--- config.mk ---
export PLATFORM = sky130hd
export DESIGN_NAME = csm_mult
export DESIGN_NICKNAME = d
export VERILOG_FILES = /design/src/rtl/csm_pkg.sv /design/src/rtl/csm_odd_bank.sv /design/src/rtl/csm_alpha_ctrl.sv /design/src/rtl/csm_alpha_pick.sv /design/src/rtl/csm_align_sum.sv /design/src/rtl/csm_mult.sv
export SDC_FILE = /design/constraint.sdc
export NUM_CORES = 1
export LEC_CHECK = 0
export ABC_CLOCK_PERIOD_IN_PS = 1780
export BUFFER_PORTS_ARGS = -buffer_cell sky130_fd_sc_hd__buf_2
export CORE_UTILIZATION = 26
export CTS_BUF_LIST = sky130_fd_sc_hd__clkbuf_4 sky130_fd_sc_hd__clkbuf_8 sky130_fd_sc_hd__clkbuf_16
export CTS_CLUSTER_SIZE = 30
export DETAILED_ROUTE_END_ITERATION = 10
export PLACE_DENSITY_LB_ADDON = 0.25
export REMOVE_ABC_BUFFERS = 1
export SLEW_MARGIN = 25
export SYNTH_ARGS = -nofsm -noshare
export SYNTH_HDL_FRONTEND = slang
export SYNTH_HIERARCHICAL = 1
export SYNTH_SLANG_ARGS = --single-unit
--- constraint.sdc ---
create_clock -name clk -period 1.78 [get_ports clk]
set_clock_uncertainty 0.15 [all_clocks]
set_input_delay 0.356 -clock clk [delete_from_list [all_inputs] [get_ports clk]]
set_output_delay 0.356 -clock clk [all_outputs]
set_load 0.02 [all_outputs]
--- src/rtl/csm_pkg.sv ---
package csm_pkg;
   typedef enum logic {
      SUM_CHAIN = 1'b0,
      SUM_TREE  = 1'b1
   } sum_style_e;
endpackage

--- src/rtl/csm_odd_bank.sv ---
// Shared bank of odd multiples 1X,3X,...,(2^A-1)X built from shift-add only.
module csm_odd_bank #(
   parameter int DATA_W  = 16,
   parameter int ALPHA_W = 4,
   localparam int MW     = DATA_W + ALPHA_W,
   localparam int NUM_ODD = 1 << (ALPHA_W - 1)
) (
   input  logic [DATA_W-1:0]            x,
   output logic [NUM_ODD-1:0][MW-1:0]   odd_mul
);
   logic [MW-1:0] x_ext;
   assign x_ext = {{ALPHA_W{x[DATA_W-1]}}, x};

   for (genvar i = 0; i < NUM_ODD; i++) begin : g_odd
      localparam int K = 2 * i + 1;
      logic [MW-1:0] acc;
      always_comb begin
         acc = '0;
         for (int b = 0; b < ALPHA_W; b++) begin
            if (((K >> b) & 1) == 1) acc = acc + (x_ext << b);
         end
      end
      assign odd_mul[i] = acc;
   end
endmodule

--- src/rtl/csm_alpha_ctrl.sv ---
// Decodes one slice into a zero flag, shift amount and odd-multiple index.
module csm_alpha_ctrl #(
   parameter int ALPHA_W = 4,
   localparam int TZW    = (ALPHA_W > 2) ? $clog2(ALPHA_W) : 1,
   localparam int IDXW   = ALPHA_W - 1
) (
   input  logic [ALPHA_W-1:0] alpha,
   output logic               nz,
   output logic [TZW-1:0]     shamt,
   output logic [IDXW-1:0]    idx
);
   logic [ALPHA_W-1:0] odd_val;
   logic               found;

   always_comb begin
      shamt = '0;
      found = 1'b0;
      for (int b = 0; b < ALPHA_W; b++) begin
         if (!found && alpha[b]) begin
            shamt = TZW'(b);
            found = 1'b1;
         end
      end
      odd_val = alpha >> shamt;
      idx     = odd_val[ALPHA_W-1:1];
      nz      = found;
   end
endmodule

--- src/rtl/csm_alpha_pick.sv ---
// Selects one odd multiple from the shared bank and shifts it into place.
module csm_alpha_pick #(
   parameter int DATA_W  = 16,
   parameter int ALPHA_W = 4,
   localparam int MW     = DATA_W + ALPHA_W,
   localparam int NUM_ODD = 1 << (ALPHA_W - 1),
   localparam int TZW    = (ALPHA_W > 2) ? $clog2(ALPHA_W) : 1,
   localparam int IDXW   = ALPHA_W - 1
) (
   input  logic [NUM_ODD-1:0][MW-1:0] odd_mul,
   input  logic                       nz,
   input  logic [TZW-1:0]             shamt,
   input  logic [IDXW-1:0]            idx,
   output logic [MW-1:0]              prod
);
   logic [MW-1:0] picked;
   assign picked = nz ? odd_mul[idx] : '0;
   assign prod   = picked << shamt;
endmodule

--- src/rtl/csm_align_sum.sv ---
// Sign-extends each slice product, moves it to its slice weight and adds.
module csm_align_sum #(
   parameter int NUM_ALPHA = 4,
   parameter int ALPHA_W   = 4,
   parameter int MW        = 20,
   parameter int PROD_W    = 32,
   parameter csm_pkg::sum_style_e SUM_STYLE = csm_pkg::SUM_TREE,
   localparam int PAD      = PROD_W - MW
) (
   input  logic [NUM_ALPHA-1:0][MW-1:0] terms,
   output logic [PROD_W-1:0]            sum
);
   logic [PROD_W-1:0] ext [NUM_ALPHA];

   for (genvar j = 0; j < NUM_ALPHA; j++) begin : g_ext
      assign ext[j] = {{PAD{terms[j][MW-1]}}, terms[j]} << (j * ALPHA_W);
   end

   if (SUM_STYLE == csm_pkg::SUM_CHAIN) begin : g_chain
      logic [PROD_W-1:0] acc [NUM_ALPHA];
      assign acc[0] = ext[0];
      for (genvar j = 1; j < NUM_ALPHA; j++) begin : g_step
         assign acc[j] = acc[j-1] + ext[j];
      end
      assign sum = acc[NUM_ALPHA-1];
   end else begin : g_tree
      localparam int NODES = 2 * NUM_ALPHA - 1;
      logic [PROD_W-1:0] node [NODES];
      for (genvar k = 0; k < NUM_ALPHA; k++) begin : g_leaf
         assign node[NUM_ALPHA-1+k] = ext[k];
      end
      for (genvar i = 0; i < NUM_ALPHA - 1; i++) begin : g_inner
         assign node[i] = node[2*i+1] + node[2*i+2];
      end
      assign sum = node[0];
   end
endmodule

--- src/rtl/csm_mult.sv ---
module csm_mult #(
   parameter int DATA_W  = 16,
   parameter int COEF_W  = 16,
   parameter int ALPHA_W = 4,
   parameter csm_pkg::sum_style_e SUM_STYLE = csm_pkg::SUM_TREE,
   localparam int PROD_W = DATA_W + COEF_W
) (
   input  logic              clk,
   input  logic              rst_n,
   input  logic              valid_i,
   input  logic [DATA_W-1:0] x_i,
   input  logic [COEF_W-1:0] coef_i,
   output logic              valid_o,
   output logic [PROD_W-1:0] prod_o
);
   localparam int NUM_ALPHA = COEF_W / ALPHA_W;
   localparam int MW        = DATA_W + ALPHA_W;
   localparam int NUM_ODD   = 1 << (ALPHA_W - 1);
   localparam int TZW       = (ALPHA_W > 2) ? $clog2(ALPHA_W) : 1;
   localparam int IDXW      = ALPHA_W - 1;

   if (ALPHA_W < 2) begin : g_bad_alpha
      $error("csm_mult: ALPHA_W must be at least 2");
   end
   if (COEF_W % ALPHA_W != 0) begin : g_bad_split
      $error("csm_mult: COEF_W must be a multiple of ALPHA_W");
   end
   if (DATA_W < 2) begin : g_bad_data
      $error("csm_mult: DATA_W must be at least 2");
   end

   logic [NUM_ODD-1:0][MW-1:0]   odd_mul;
   logic [NUM_ALPHA-1:0][MW-1:0] alpha_prod;
   logic [PROD_W-1:0]            sum;

   csm_odd_bank #(.DATA_W(DATA_W), .ALPHA_W(ALPHA_W)) u_bank (
      .x       (x_i),
      .odd_mul (odd_mul)
   );

   for (genvar j = 0; j < NUM_ALPHA; j++) begin : g_alpha
      logic            nz;
      logic [TZW-1:0]  shamt;
      logic [IDXW-1:0] idx;

      csm_alpha_ctrl #(.ALPHA_W(ALPHA_W)) u_ctrl (
         .alpha (coef_i[j*ALPHA_W +: ALPHA_W]),
         .nz    (nz),
         .shamt (shamt),
         .idx   (idx)
      );

      csm_alpha_pick #(.DATA_W(DATA_W), .ALPHA_W(ALPHA_W)) u_pick (
         .odd_mul (odd_mul),
         .nz      (nz),
         .shamt   (shamt),
         .idx     (idx),
         .prod    (alpha_prod[j])
      );
   end

   csm_align_sum #(
      .NUM_ALPHA (NUM_ALPHA),
      .ALPHA_W   (ALPHA_W),
      .MW        (MW),
      .PROD_W    (PROD_W),
      .SUM_STYLE (SUM_STYLE)
   ) u_sum (
      .terms (alpha_prod),
      .sum   (sum)
   );

   always_ff @(posedge clk or negedge rst_n) begin
      if (!rst_n) begin
         valid_o <= 1'b0;
         prod_o  <= '0;
      end else begin
         valid_o <= valid_i;
         if (valid_i) prod_o <= sum;
      end
   end
endmodule

==> summary.json, run 1 <==
{
  "wire_per_inst_um": 20.44,
  "drt_iter0_drcs": 1160,
  "clock_root_buffer_master": "sky130_fd_sc_hd__clkbuf_16",
  "clock_latency_at_the_later_pin_of_the_worst_skew_pair_ns": 0.28,
  "floorplan.die.height_um": 251.0,
  "grt_pass1_vias": 17880,
  "worstRegToRegCells": 1,
  "clkSinkCount": 33,
  "min_path_type": "input pin to asynchronous set/reset pin",
  "timing_startpoint_of_the_critical_path": "x_i[1]",
  "pre_cts_ws_ns": -8.220,
  "num_io_pins": 68,
  "synth_area_mm2": 0.01612,
  "yosysWarnings": 6,
  "power-per-cell-area_mw_per_mm2": 1974,
  "synth_edf_count": 0,
  "ys_async_sr_fraction_pct": 100.0,
  "io_buffers": 67,
  "dr.pass1.iters": 7,
  "initial_utilization_pct": 26.52,
  "routed-via-count": 17730,
  "final_hold_viol_count": 11,
  "grt_first_pass_wirelength_um": 105500,
  "synth-seq-cells": 33,
  "post_drt_via_cell_ratio": 5.249,
  "worst_r2r_endpoint": "prod_o[31]",
  "critical_setup_path_kind": "input pin to register",
  "nNetsFinal": 2805,
  "antenna_violating_nets_post_route": 0,
  "die_w_um": 251.0,
  "regToRegSetupSlack_ns": 0.84,
  "cts_buffers": 5,
  "synth.yosys.seq_area_share_pct": 5.121,
  "worst_pin_slew_ns": 0.7467,
  "synth.distinct_cells": 85,
  "failed_checks": "negative hold slack, negative setup slack",
  "cp_slowest_cell": "sky130_fd_sc_hd__fa_1",
  "maxSlewViolCount": 0,
  "clock_tree.htree_level_count": 2,
  "detailedPlacementHpwl_um": 55890,
  "global_route.overflow_total": 0,
  "clock.fmax_mhz": 115.7,
  "critPathRequiredTime_ns": 1.79,
  "most_frequent_cell_on_the_critical_path": "sky130_fd_sc_hd__buf_4",
  "worst_path_largest_cell_delay_ns": 0.48,
  "track_usage_pct": 21.24,
  "max_slew_margin_pct": 50.22,
  "setup_viol": 32,
  "num_antenna_cells": 0,
  "cts_tree": "yes",
  "syn_to_final_growth_pct": 54.44,
  "least_setup_slack_across_all_paths_after_layout_ns": -6.865,
  "hold_buffers": 0,
  "final_min_period_over_clock_period_pct": 485.7,
  "finalCriticalPeriod_ns": 8.645,
  "ir_drop_v": 0.002212,
  "remaining_drc_errors": 0,
  "grt_antenna_before_repair": 1,
  "cp-endpoint": "prod_o[31]",
  "die-area_mm2": 0.06302,
  "timing.critical_path.fanout_max": 4,
  "fin_worst_hold_slack_ns": -0.009815,
  "cts.reportedPaths.clkPinSlew_ns": 0.05,
  "avgSynthCellArea_um2": 8.473,
  "dominantRegCellSynth": "sky130_fd_sc_hd__dfrtp_1",
  "crit_path_end_kind": "register",
  "setup.worst_path.start_class": "input pin",
  "cap_violations": 0,
  "critical_path.reg2reg.startpoint": "prod_o[31]",
  "gpl.final_weighted_congestion": 0.9678,
  "power_leakage_nw": 11.64,
  "design.core.area_mm2": 0.06081,
  "clock_tree.buffer_depth": 2,
  "critical_path_arrival_ns": 8.65,
  "outcome": "finished, violations left",
  "grt_setup_unrepaired": "yes",
  "maximum_number_of_pins_on_one_net_before_global_route_repair": 65,
  "synthesis.instances": 1903,
  "drive_above_1_share_pct": 49.29,
  "detail_route.wirelength_um": 69010,
  "row_count": 90
}
## flip-flops by register name, indices dropped and copies added (netlist names)
| name | cells |
|---|---|
| prod_o | 32 |
| valid_o | 1 |
## worst min path at each step
stage	startpoint	end	slack (ns)	depth (start not counted)
floorplan	rst_n	prod_o[0]	-0.09	0
global placement	rst_n	prod_o[1]	0.28	1
detailed placement	rst_n	prod_o[1]	0.32	1
CTS	rst_n	prod_o[1]	0.02	1
global route	rst_n	prod_o[28]	0.05	1
finish	rst_n	prod_o[27]	-0.01	1
## cell type report
class / instances / area [um^2]
clock buffer: 7 / 146.4
fill: 6044 / 35910
tap: 782 / 978.4
inverter: 44 / 167.7
sequential: 33 / 825.8
timing repair buffer: 833 / 6763
clock inverter: 1 / 30.03
multi-input combinational: 1677 / 15990
## where the power goes
part | total [mW] | switching [mW] | internal, mW
clock network | 1.03 | 0.318 | 0.714
logic | 46.7 | 21.8 | 24.9
registers | 1.44 | 0.211 | 1.23
total | 49.2 | 22.3 | 26.9
## worst max-delay path: cells and delay by family
kind / cells / cell delay (ns)
adders and majority gates: 6 / 2.12
and+or+nand+nor: 4 / 0.50
muxes: 3 / 0.56
buffers and inverters: 8 / 1.09
AOI/OAI and AO/OA: 17 / 3.09
xor gates and xnor gates: 5 / 0.92
## cell families (layout without fill, tap and decap cells)
group	Yosys count	count (layout)	synth area share, %
AOI/OAI and AO/OA	588	588	25.37
xor gates and xnor gates	113	113	6.223
adders and majority gates	176	176	14.96
buffers and inverters	193	885	8.303
DFF	33	33	5.121
muxes	397	397	28.07
and+or+nand+nor	403	403	11.94
## through the flow
step / cell area (um^2) / total power, mW / TNS (ns) / utilization [%] / instances
3_3_place_gp: 21970 / 36.16 / -189.08 / 36.13 / 3299
3_5_place_dp: 21970 / 36.34 / -191.63 / 36.13 / 3299
4_1_cts: 23730 / 44.63 / -161.38 / 39.03 / 3346
5_1_grt: 24900 / 52.51 / -168.54 / 40.95 / 3377
6_report: 24900 / 49.17 / -160.23 / 40.95 / 3377
2_1_floorplan: 14950 / 21.29 / -184.32 / - / 1754
## cells in the final DEF (no fill, tap or decap), drive strengths merged, types with 9 or more instances in the layout
cell type  netlist  routed
xor2            36      36
o21bai          20      20
a211oi          34      34
nor3b            9       9
inv             44      44
nand3           21      21
mux2           100     100
nor2           104     104
nor3            24      24
a22oi          120     120
mux2i          273     273
mux4            24      24
nand2          144     144
ha             148     148
nand2b          19      19
o21a            24      24
a21o            53      53
a21oi          121     121
and2            15      15
nor2b           23      23
buf            122     833
o22ai           58      58
nand4           13      13
a21boi          10      10
fa              28      28
and3            10      10
dfrtp           33      33
xnor2           76      76
o21ai           80      80
## layer usage
| metal | routed length, um | up-vias | track usage, % |
|---|---|---|---|
| li1 | - | 8581 | - |
| met1 | 32590 | 8675 | 29.54 |
| met2 | 32730 | 390 | 36.30 |
| met3 | 2428 | 79 | 1.543 |
| met4 | 1265 | 0 | 3.258 |
| met5 | 0 | - | 0 |
## synthesized netlist by cell type (all sizes together), types with 5 or more instances
library cell	instances	share of area (%)
o21ai	80	2.5
a31o	5	0.27
nand2	144	3.4
mux2	100	7.7
ha	148	11
nor2b	23	0.99
xnor2	76	4.1
xor2	36	2.0
nor2	104	2.5
nand2b	19	0.74
nor3b	9	0.42
a211o	6	0.33
nand3	21	0.65
dfrtp	33	5.1
mux2i	273	17
o22ai	58	2.3
nand4	13	0.50
o2111ai	5	0.43
a21oi	121	3.9
a21o	53	2.5
a211oi	34	1.6
inv	44	1.0
and2	15	0.61
o32ai	5	0.46
buf	122	6.7
o21a	24	1.2
fa	28	3.5
a31oi	6	0.23
nor3	24	0.74
and3	10	0.39
a22oi	120	5.7
o21bai	20	0.93
mux4	24	3.4
clkbuf	27	0.63
nor4	5	0.19
o211ai	7	0.36
a21boi	10	0.47
## what timing repair did
| action | CTS | global route |
|---|---|---|
| endpoints found under the setup margin | 32 | 32 |
| resized for setup | 264 | 175 |
| pin swaps | 136 | 126 |
| hold endpoints to repair | 0 | 0 |
| buffers inserted | 42 | 36 |
No activity file was read; power rests on OpenSTA's default activity.
==> inputs of run 2 (changes only) <==
SYNTH_HIERARCHICAL = unset   (was 1)
==> summary.json, run 2 <==
{
  "outcome": "finished, violations left",
  "failed_checks": "negative hold slack, negative setup slack",
  "ir_drop": {"value": 0.001447, "unit": "V", "change": "-35%"},
  "maxSlewViolCount": {"value": 0, "change": "unchanged"},
  "synth_top_family_by_area": "compound AO/OA/AOI/OAI gates",
  "grt_pass1_vias": {"value": 23620, "change": "+32%"},
  "num_antenna_cells": {"value": 0, "change": "unchanged"},
  "maximum_number_of_pins_on_one_net_before_global_route_repair": {"value": 35, "change": "-46%"},
  "synth_fa_ha_area_share": {"value": 15.24, "unit": "%", "change": "+0.28 points"},
  "power.combinational.fraction": {"value": 94.3, "unit": "%", "change": "-0.7 points"},
  "worst_pin_slew": {"value": 0.9300, "unit": "ns", "change": "+0.1833 ns"},
  "min_path_type": "input pin to asynchronous set/reset pin",
  "cp_slowest_cell": "sky130_fd_sc_hd__fa_1",
  "drt_iter0_drcs": {"value": 2019, "change": "+74%"},
  "synth_xor_area_share": {"value": 4.667, "unit": "%", "change": "-1.6 points"},
  "crit_path_end_kind": "register",
  "power_leakage": {"value": 13.19, "unit": "nW", "change": "+13%"},
  "seq_power_share": {"value": 3.2, "unit": "%", "change": "+0.3 points"},
  "clock_latency_at_the_later_pin_of_the_worst_skew_pair": {"value": 0.29, "unit": "ns", "change": "about the same"},
  "netlist_top_cells_count": "sky130_fd_sc_hd__nor2_1 (220), sky130_fd_sc_hd__nand2_1 (219), sky130_fd_sc_hd__ha_1 (151)",
  "power_switching_share": {"value": 47.46, "unit": "%", "change": "+2.1 points"},
  "synth.largest_area_cell": "sky130_fd_sc_hd__ha_1",
  "max_slew_margin": {"value": 37.77, "unit": "%", "change": "-12 points"},
  "drive_above_1_share": {"value": 48.20, "unit": "%", "change": "-1.1 points"},
  "synthMuxAreaShare": {"value": 8.093, "unit": "%", "change": "-20 points"},
  "wire_per_inst": {"value": 25.92, "unit": "um", "change": "+27%"},
  "nNetsFinal": {"value": 3622, "change": "+29%"},
  "hold_buffers": {"value": 0, "change": "unchanged"},
  "final_cell_mix": "sky130_fd_sc_hd__buf_4 (1074), sky130_fd_sc_hd__nand2_1 (209), sky130_fd_sc_hd__nor2_1 (207), sky130_fd_sc_hd__a21oi_1 (119), sky130_fd_sc_hd__o21ai_0 (113)",
  "final_core_util": {"value": 47.44, "unit": "%", "change": "+6.5 points"},
  "gpl.final_weighted_congestion": {"value": 1.020, "change": "+5.4%"},
  "critPathRequiredTime": {"value": 1.80, "unit": "ns", "change": "about the same"},
  "critical_setup_path_kind": "input pin to register",
  "dominantRegCellSynth": "sky130_fd_sc_hd__dfrtp_1",
  "clock_root_buffer_master": "sky130_fd_sc_hd__clkbuf_16",
  "cts.reportedPaths.clkPinSlew": {"value": 0.06, "unit": "ns", "change": "about the same"},
  "grt_antenna_before_repair": {"value": 2, "change": "+1"},
  "multi_input_area": {"value": 0.01686, "unit": "mm^2", "change": "+5.4%"},
  "initial_utilization": {"value": 26.54, "unit": "%", "change": "+0.027 points"},
  "detail_route.wirelength": {"value": 108600, "unit": "um", "change": "+57%"},
  "synth.distinct_cells": {"value": 91, "change": "+7.1%"},
  "largest_register_ffs": {"value": 32, "change": "unchanged"},
  "global_route.overflow_total": {"value": 0, "change": "unchanged"},
  "power.share.clock": {"value": 2.5, "unit": "%", "change": "+0.4 points"},
  "ys_async_sr_fraction": {"value": 100.0, "unit": "%", "change": "unchanged"},
  "setup_viol": {"value": 31, "change": "-3.1%"},
  "setup.worst_path.start_class": "input pin",
  "clock_tree.htree_level_count": {"value": 2, "change": "unchanged"},
  "routed-via-count": {"value": 24100, "change": "+36%"},
  "reg_top3": "prod_o (32), valid_o (1)",
  "least_setup_slack_across_all_paths_after_layout": {"value": -7.624, "unit": "ns", "change": "-0.7588 ns"},
  "layout.area.seq": {"value": 825.8, "unit": "um^2", "change": "unchanged"},
  "fillers": {"value": 6025, "change": "-0.31%"},
  "top_cells_by_area_in_the_synthesized_netlist": "sky130_fd_sc_hd__ha_1 (12%), sky130_fd_sc_hd__dfrtp_1 (5.1%), sky130_fd_sc_hd__nor2_1 (5.1%), sky130_fd_sc_hd__nand2_1 (5.1%), sky130_fd_sc_hd__a21oi_1 (4.6%)",
  "floorplan.die.height": {"value": 251.2, "unit": "um", "change": "about the same"},
  "clock_tree.buffer_depth": {"value": 2, "change": "unchanged"},
  "finalCriticalPeriod": {"value": 9.404, "unit": "ns", "change": "+0.7588 ns"},
  "timing.critical_path.fanout_max": {"value": 4, "change": "unchanged"},
  "synth-seq-cells": {"value": 33, "change": "unchanged"},
  "row_count": {"value": 90, "change": "unchanged"},
  "antenna_violating_nets_post_route": {"value": 0, "change": "unchanged"},
  "final_min_period_over_clock_period": {"value": 528.3, "unit": "%", "change": "+43 points"},
  "io_buffers": {"value": 67, "change": "unchanged"},
  "grt_first_pass_wirelength": {"value": 154600, "unit": "um", "change": "+47%"},
  "synthesis.instances": {"value": 2315, "change": "+22%"},
  "power-per-cell-area": {"value": 1433, "unit": "mW/mm^2", "change": "-27%"},
  "detailedPlacementHpwl": {"value": 90040, "unit": "um", "change": "+61%"},
  "num_io_pins": {"value": 68, "change": "unchanged"},
  "post-synth-top-count-cell": "sky130_fd_sc_hd__nor2_1",
  "clkSinkCount": {"value": 33, "change": "unchanged"},
  "remaining_drc_errors": {"value": 0, "change": "unchanged"},
  "finish.cell_count_without_fillers": {"value": 4191, "change": "+24%"},
  "syn_to_final_growth_pct": 78.74,
  "compound_gate_portion_of_the_synthesized_area": {"value": 37.44, "unit": "%", "change": "+12 points"},
  "max_flop_register": "prod_o",
  "cap_violations": {"value": 0, "change": "unchanged"},
  "synth_area": {"value": 0.01614, "unit": "mm^2", "change": "+0.10%"},
  "post_synth_and_or_nand_nor_area_fraction": {"value": 24.05, "unit": "%", "change": "+12 points"},
  "numPlacedInstances": {"value": 4083, "change": "+24%"},
  "cts_tree": "yes",
  "die_w": {"value": 251.2, "unit": "um", "change": "about the same"},
  "post_drt_via_cell_ratio": {"value": 5.751, "change": "+9.6%"},
  "yosysWarnings": {"value": 0, "change": "-6"},
  "track_usage": {"value": 33.21, "unit": "%", "change": "+12 points"},
  "critical_path_arrival": {"value": 9.43, "unit": "ns", "change": "+0.78 ns"},
  "synth.yosys.seq_area_share": {"value": 5.116, "unit": "%", "change": "-0.0052 points"},
  "cts_buffers": {"value": 5, "change": "unchanged"},
  "avgSynthCellArea": {"value": 6.972, "unit": "um^2", "change": "-18%"},
  "yosysTopAreaCellShare": {"value": 11.71, "unit": "%", "change": "-5.2 points"},
  "sum_of_negative_setup_slack": {"value": -171.75, "unit": "ns", "change": "-11.52 ns"},
  "die-area": {"value": 0.06308, "unit": "mm^2", "change": "about the same"},
  "layout.cells.most_common": "sky130_fd_sc_hd__buf_4",
  "fin_worst_hold_slack": {"value": -0.009099, "unit": "ns", "change": "+0.0007164 ns"},
  "clock.fmax": {"value": 106.3, "unit": "MHz", "change": "-8.1%"},
  "dr.pass1.iters": {"value": 5, "change": "-2"},
  "synth_edf_count": {"value": 0, "change": "unchanged"},
  "worst_path_largest_cell_delay": {"value": 0.56, "unit": "ns", "change": "+0.08 ns"},
  "internal_power": {"value": 21.72, "unit": "mW", "change": "-19%"},
  "switching_power": {"value": 19.62, "unit": "mW", "change": "-12%"},
  "grt_setup_unrepaired": "yes",
  "design.core.area": {"value": 0.06081, "unit": "mm^2", "change": "unchanged"},
  "final_hold_viol_count": {"value": 7, "change": "-4"}
}
-- run 2: cell types whose count changed in the layout (fill, tap and decap cells not counted), sizes merged, moves of 50 or more --
cell and delta:
a211oi +66, o21ai +68, mux2i -228, nand3 +50, nor2 +116, mux2 -62, nand2 +75, nor3 +65
buf +388, a22oi -112
-- run 2: final timing paths --
| kind | start | depth (start not counted) | to | slack (ns) |
|---|---|---|---|---|
| setup / recovery | x_i[0] | 49 | prod_o[31] | -7.62 |
| hold / removal | rst_n | 1 | prod_o[30] | -0.009 |
| setup reg to reg | prod_o[28] | 2 | prod_o[28] | 0.80 |
| hold reg to reg | prod_o[23] | 2 | prod_o[23] | 0.33 |
| max in group asynchronous | rst_n | 1 | prod_o[11] | 0.99 |
| min in group clk | valid_i | 2 | prod_o[31] | 0.25 |
-- run 2: metrics by stage --
step	area, um^2	worst slack, ns	hold slack [ns]	power [mW]
floorplan	15620	-8.905	-0.08959	15.78
detailed placement	25300	-9.218	0.3138	31.22
finish	28850	-7.624	-0.009099	41.34
global placement	25300	-9.070	0.2894	30.91
CTS	27190	-7.691	0.01248	35.67
global route	28850	-7.885	0.06867	43.80
-- run 2: cells by family (layout without fill, tap and decap cells) --
| logic type | after synthesis | count (layout) |
|---|---|---|
| AO/OA/AOI/OAI | 867 | 867 |
| multiplexers | 102 | 102 |
| AND/OR/NAND/NOR | 817 | 817 |
| adder cells (fa/ha/maj) | 180 | 180 |
| XOR/XNOR | 86 | 86 |
| flip-flops | 33 | 33 |
| buffers and inverters | 230 | 1324 |
-- run 2: worst max-delay path, delay by kind of cell --
kind,cells,cell delay (ns)
and+or+nand+nor,9,1.74
xor gates and xnor gates,3,0.46
buffers and inverters,11,1.32
adders and majority gates,7,1.82
AOI/OAI and AO/OA,18,3.45
muxes,1,0.26
-- run 2: final cells by class --
cell class / instances / area share, %
multi-input combinational: 2052 / 58.44
timing repair buffer: 1222 / 33.49
tap: 782 / 3.391
sequential: 33 / 2.862
inverter: 94 / 1.223
clock buffer: 5 / 0.4337
clock inverter: 3 / 0.1605
-- run 2: timing repair --
item / in CTS / in global routing
pin swaps: 131 / 140
setup endpoints to repair: 31 / 31
hold endpoints to repair: 0 / 0
resized for setup: 253 / 254
setup buffers: 59 / 52
gates cloned: 1 / 0
-- run 2: metal layers --
layer,GRT usage (%),share of wire [%]
met5,0,0
met4,17.47,6.0
met3,6.088,8.2
met1,43.45,42
met2,51.72,43
-- run 2: power groups by stage --
stage / logic [mW] / registers (mW) / clock network [mW]
2_1_floorplan: 14.0 / 1.73 / 0
3_3_place_gp: 29.6 / 1.31 / 0
3_5_place_dp: 29.9 / 1.32 / 0
4_1_cts: 33.3 / 1.31 / 1.06
5_1_grt: 41.3 / 1.36 / 1.09
6_report: 39.0 / 1.32 / 1.03
==> inputs of run 3 (changes only) <==
REMOVE_ABC_BUFFERS = unset   (was 1)
==> summary.json, run 3 (synthesized netlist as in run 2, its figures left out) <==
{
  "outcome": "finished, violations left",
  "failed_checks": "negative setup slack",
  "setup_viol": {"value": 31, "change": "unchanged"},
  "cts_buffers": {"value": 5, "change": "unchanged"},
  "antenna_violating_nets_post_route": {"value": 0, "change": "unchanged"},
  "fin_worst_hold_slack": {"value": 0.3251, "unit": "ns", "change": "+0.3342 ns"},
  "cts.reportedPaths.clkPinSlew": {"value": 0.06, "unit": "ns", "change": "about the same"},
  "maxSlewViolCount": {"value": 0, "change": "unchanged"},
  "cp_slowest_cell": "sky130_fd_sc_hd__mux4_2",
  "power-per-cell-area": {"value": 1406, "unit": "mW/mm^2", "change": "-1.9%"},
  "clock_tree.htree_level_count": {"value": 2, "change": "unchanged"},
  "worstHoldPathCells": 1,
  "row_count": {"value": 90, "change": "unchanged"},
  "pre_cts_ws": {"value": -8.249, "unit": "ns", "change": "+0.9689 ns"},
  "die-area": {"value": 0.06308, "unit": "mm^2", "change": "unchanged"},
  "clkSinkCount": {"value": 33, "change": "unchanged"},
  "design.core.area": {"value": 0.06081, "unit": "mm^2", "change": "unchanged"},
  "max_flop_register": "prod_o",
  "track_usage": {"value": 33.76, "unit": "%", "change": "+0.55 points"},
  "critPathRequiredTime": {"value": 1.80, "unit": "ns", "change": "about the same"},
  "worst_path_largest_cell_delay": {"value": 0.52, "unit": "ns", "change": "-0.04 ns"},
  "grt_antenna_before_repair": {"value": 3, "change": "+1"},
  "hold_start": "prod_o[2]",
  "drt_iter0_drcs": {"value": 2325, "change": "+15%"},
  "timing.critical_path.fanout_max": {"value": 5, "change": "+1"},
  "final_min_period_over_clock_period": {"value": 527.0, "unit": "%", "change": "-1.3 points"},
  "grt_setup_unrepaired": "yes",
  "cts_tree": "yes",
  "reg_top3": "prod_o (32), valid_o (1)",
  "least_setup_slack_across_all_paths_after_layout": {"value": -7.600, "unit": "ns", "change": "+0.02401 ns"},
  "num_io_pins": {"value": 68, "change": "unchanged"},
  "worst_pin_slew": {"value": 1.079, "unit": "ns", "change": "+0.1491 ns"},
  "final_hold_viol_count": {"value": 0, "change": "-7"},
  "max_slew_margin": {"value": 26.20, "unit": "%", "change": "-12 points"},
  "maximum_number_of_pins_on_one_net_before_global_route_repair": {"value": 28, "change": "-20%"},
  "floorplan.die.height": {"value": 251.2, "unit": "um", "change": "unchanged"},
  "drive_above_1_share": {"value": 46.16, "unit": "%", "change": "-2.0 points"},
  "io_buffers": {"value": 67, "change": "unchanged"},
  "largest_register_ffs": {"value": 32, "change": "unchanged"},
  "finalCriticalPeriod": {"value": 9.380, "unit": "ns", "change": "-0.02401 ns"},
  "power_leakage": {"value": 12.83, "unit": "nW", "change": "-2.7%"},
  "cp-endpoint": "prod_o[31]",
  "crit_path_end_kind": "register",
  "final_cell_mix": "sky130_fd_sc_hd__buf_4 (1072), sky130_fd_sc_hd__nand2_1 (212), sky130_fd_sc_hd__nor2_1 (211), sky130_fd_sc_hd__a21oi_1 (119), sky130_fd_sc_hd__o21ai_0 (111)",
  "worstSetupPathDepth": {"value": 43, "change": "-12%"},
  "dr.pass1.iters": {"value": 5, "change": "unchanged"},
  "die_w": {"value": 251.2, "unit": "um", "change": "unchanged"},
  "gpl.final_weighted_congestion": {"value": 1.093, "change": "+7.1%"},
  "wire_per_inst": {"value": 26.34, "unit": "um", "change": "+1.6%"},
  "worstRegToRegCells": {"value": 2, "change": "unchanged"},
  "remaining_drc_errors": {"value": 0, "change": "unchanged"},
  "layout.cells.most_common": "sky130_fd_sc_hd__buf_4",
  "synth_fp_nets": 2529,
  "setup.worst_path.start_class": "input pin",
  "detail_route.wirelength": {"value": 109500, "unit": "um", "change": "+0.85%"},
  "regToRegSetupSlack": {"value": 0.77, "unit": "ns", "change": "-0.03 ns"},
  "clock_latency_at_the_later_pin_of_the_worst_skew_pair": {"value": 0.27, "unit": "ns", "change": "-0.02 ns"},
  "cap_violations": {"value": 0, "change": "unchanged"},
  "worst_r2r_endpoint": "prod_o[24]",
  "global_route.overflow_total": {"value": 0, "change": "unchanged"},
  "initial_utilization": {"value": 26.54, "unit": "%", "change": "unchanged"},
  "multi_input_area": {"value": 0.01635, "unit": "mm^2", "change": "-3.0%"},
  "routed-via-count": {"value": 23770, "change": "-1.4%"},
  "nNetsFinal": {"value": 3588, "change": "-0.94%"},
  "clock.fmax": {"value": 106.6, "unit": "MHz", "change": "+0.26%"},
  "ir_drop": {"value": 0.001097, "unit": "V", "change": "-24%"},
  "critical_path.reg2reg.startpoint": "prod_o[24]",
  "syn_to_final_growth_pct": 72.54,
  "critical_path.top_delay_family": "compound AO/OA/AOI/OAI gates",
  "layout.area.seq": {"value": 825.8, "unit": "um^2", "change": "unchanged"},
  "critical_setup_path_kind": "input pin to register",
  "cp.buffers_inverters": {"value": 6, "change": "-5"},
  "timing_startpoint_of_the_critical_path": "x_i[1]",
  "min_path_type": "register to register",
  "grt_pass1_vias": {"value": 23270, "change": "-1.5%"},
  "clock_root_buffer_master": "sky130_fd_sc_hd__clkbuf_16",
  "clock_tree.buffer_depth": {"value": 2, "change": "unchanged"},
  "post_drt_via_cell_ratio": {"value": 5.715, "change": "-0.62%"},
  "fillers": {"value": 6145, "change": "+2.0%"},
  "grt_first_pass_wirelength": {"value": 157000, "unit": "um", "change": "+1.5%"},
  "final_core_util": {"value": 45.80, "unit": "%", "change": "-1.6 points"},
  "critical_path_arrival": {"value": 9.40, "unit": "ns", "change": "-0.03 ns"},
  "detailedPlacementHpwl": {"value": 92770, "unit": "um", "change": "+3.0%"}
}
## run 3: cell count changes in the layout (fill, tap and decap cells not counted), moves of 6 or more
cell	change
sky130_fd_sc_hd__buf_6	-20
sky130_fd_sc_hd__buf_12	-12
sky130_fd_sc_hd__nand3_1	+6
sky130_fd_sc_hd__ha_1	+9
## run 3: where the power goes
group	switching, mW	internal, mW	leakage, nW
Clock	0.339	0.715	0.0875
Combinational	18.3	18.4	12.4
Sequential	0.216	1.15	0.390
Total	18.9	20.3	12.8
## run 3: worst min path at each step
stage                      end
detailed placement  prod_o[16]
global placement    prod_o[17]
floorplan            prod_o[0]
global route         prod_o[2]
CTS                  prod_o[2]
finish               prod_o[2]
## run 3: routing by layer
metal / up-vias / part of all wire (%) / global-route usage, %
met3: 207 / 5.8 / 2.050
met4: 0 / 5.7 / 15.91
met5: - / 0 / 0
li1: 10990 / - / -
met1: 11590 / 43 / 45.03
met2: 980 / 45 / 55.50
## run 3: metrics by stage
stage	instances	total power [mW]	area, um^2	TNS [ns]
after floorplan	2315	17.42	16730	-156.12
final	4158	39.16	27850	-171.74
after detailed placement	4063	32.90	25560	-189.34
after global placement	4063	32.63	25560	-187.67
after CTS	4130	36.73	26990	-169.27
after global routing	4157	41.64	27850	-179.28
## run 3: final cells by class
cell class | count | share of cell area, %
Timing Repair Buffer | 1188 | 32.86
Clock inverter | 1 | 0.1078
Sequential cell | 33 | 2.965
Clock buffer | 7 | 0.5257
Multi-Input combinational cell | 2052 | 58.72
Inverter | 94 | 1.289
Tap cell | 782 | 3.513
Antenna cell | 1 | 0.008986
## run 3: what timing repair did
item,CTS,global route
gates resized for setup,158,135
pin swaps,76,88
endpoints found under the hold margin,17,0
setup endpoints to repair,31,31
hold buffers,1,0
setup buffers,59,35
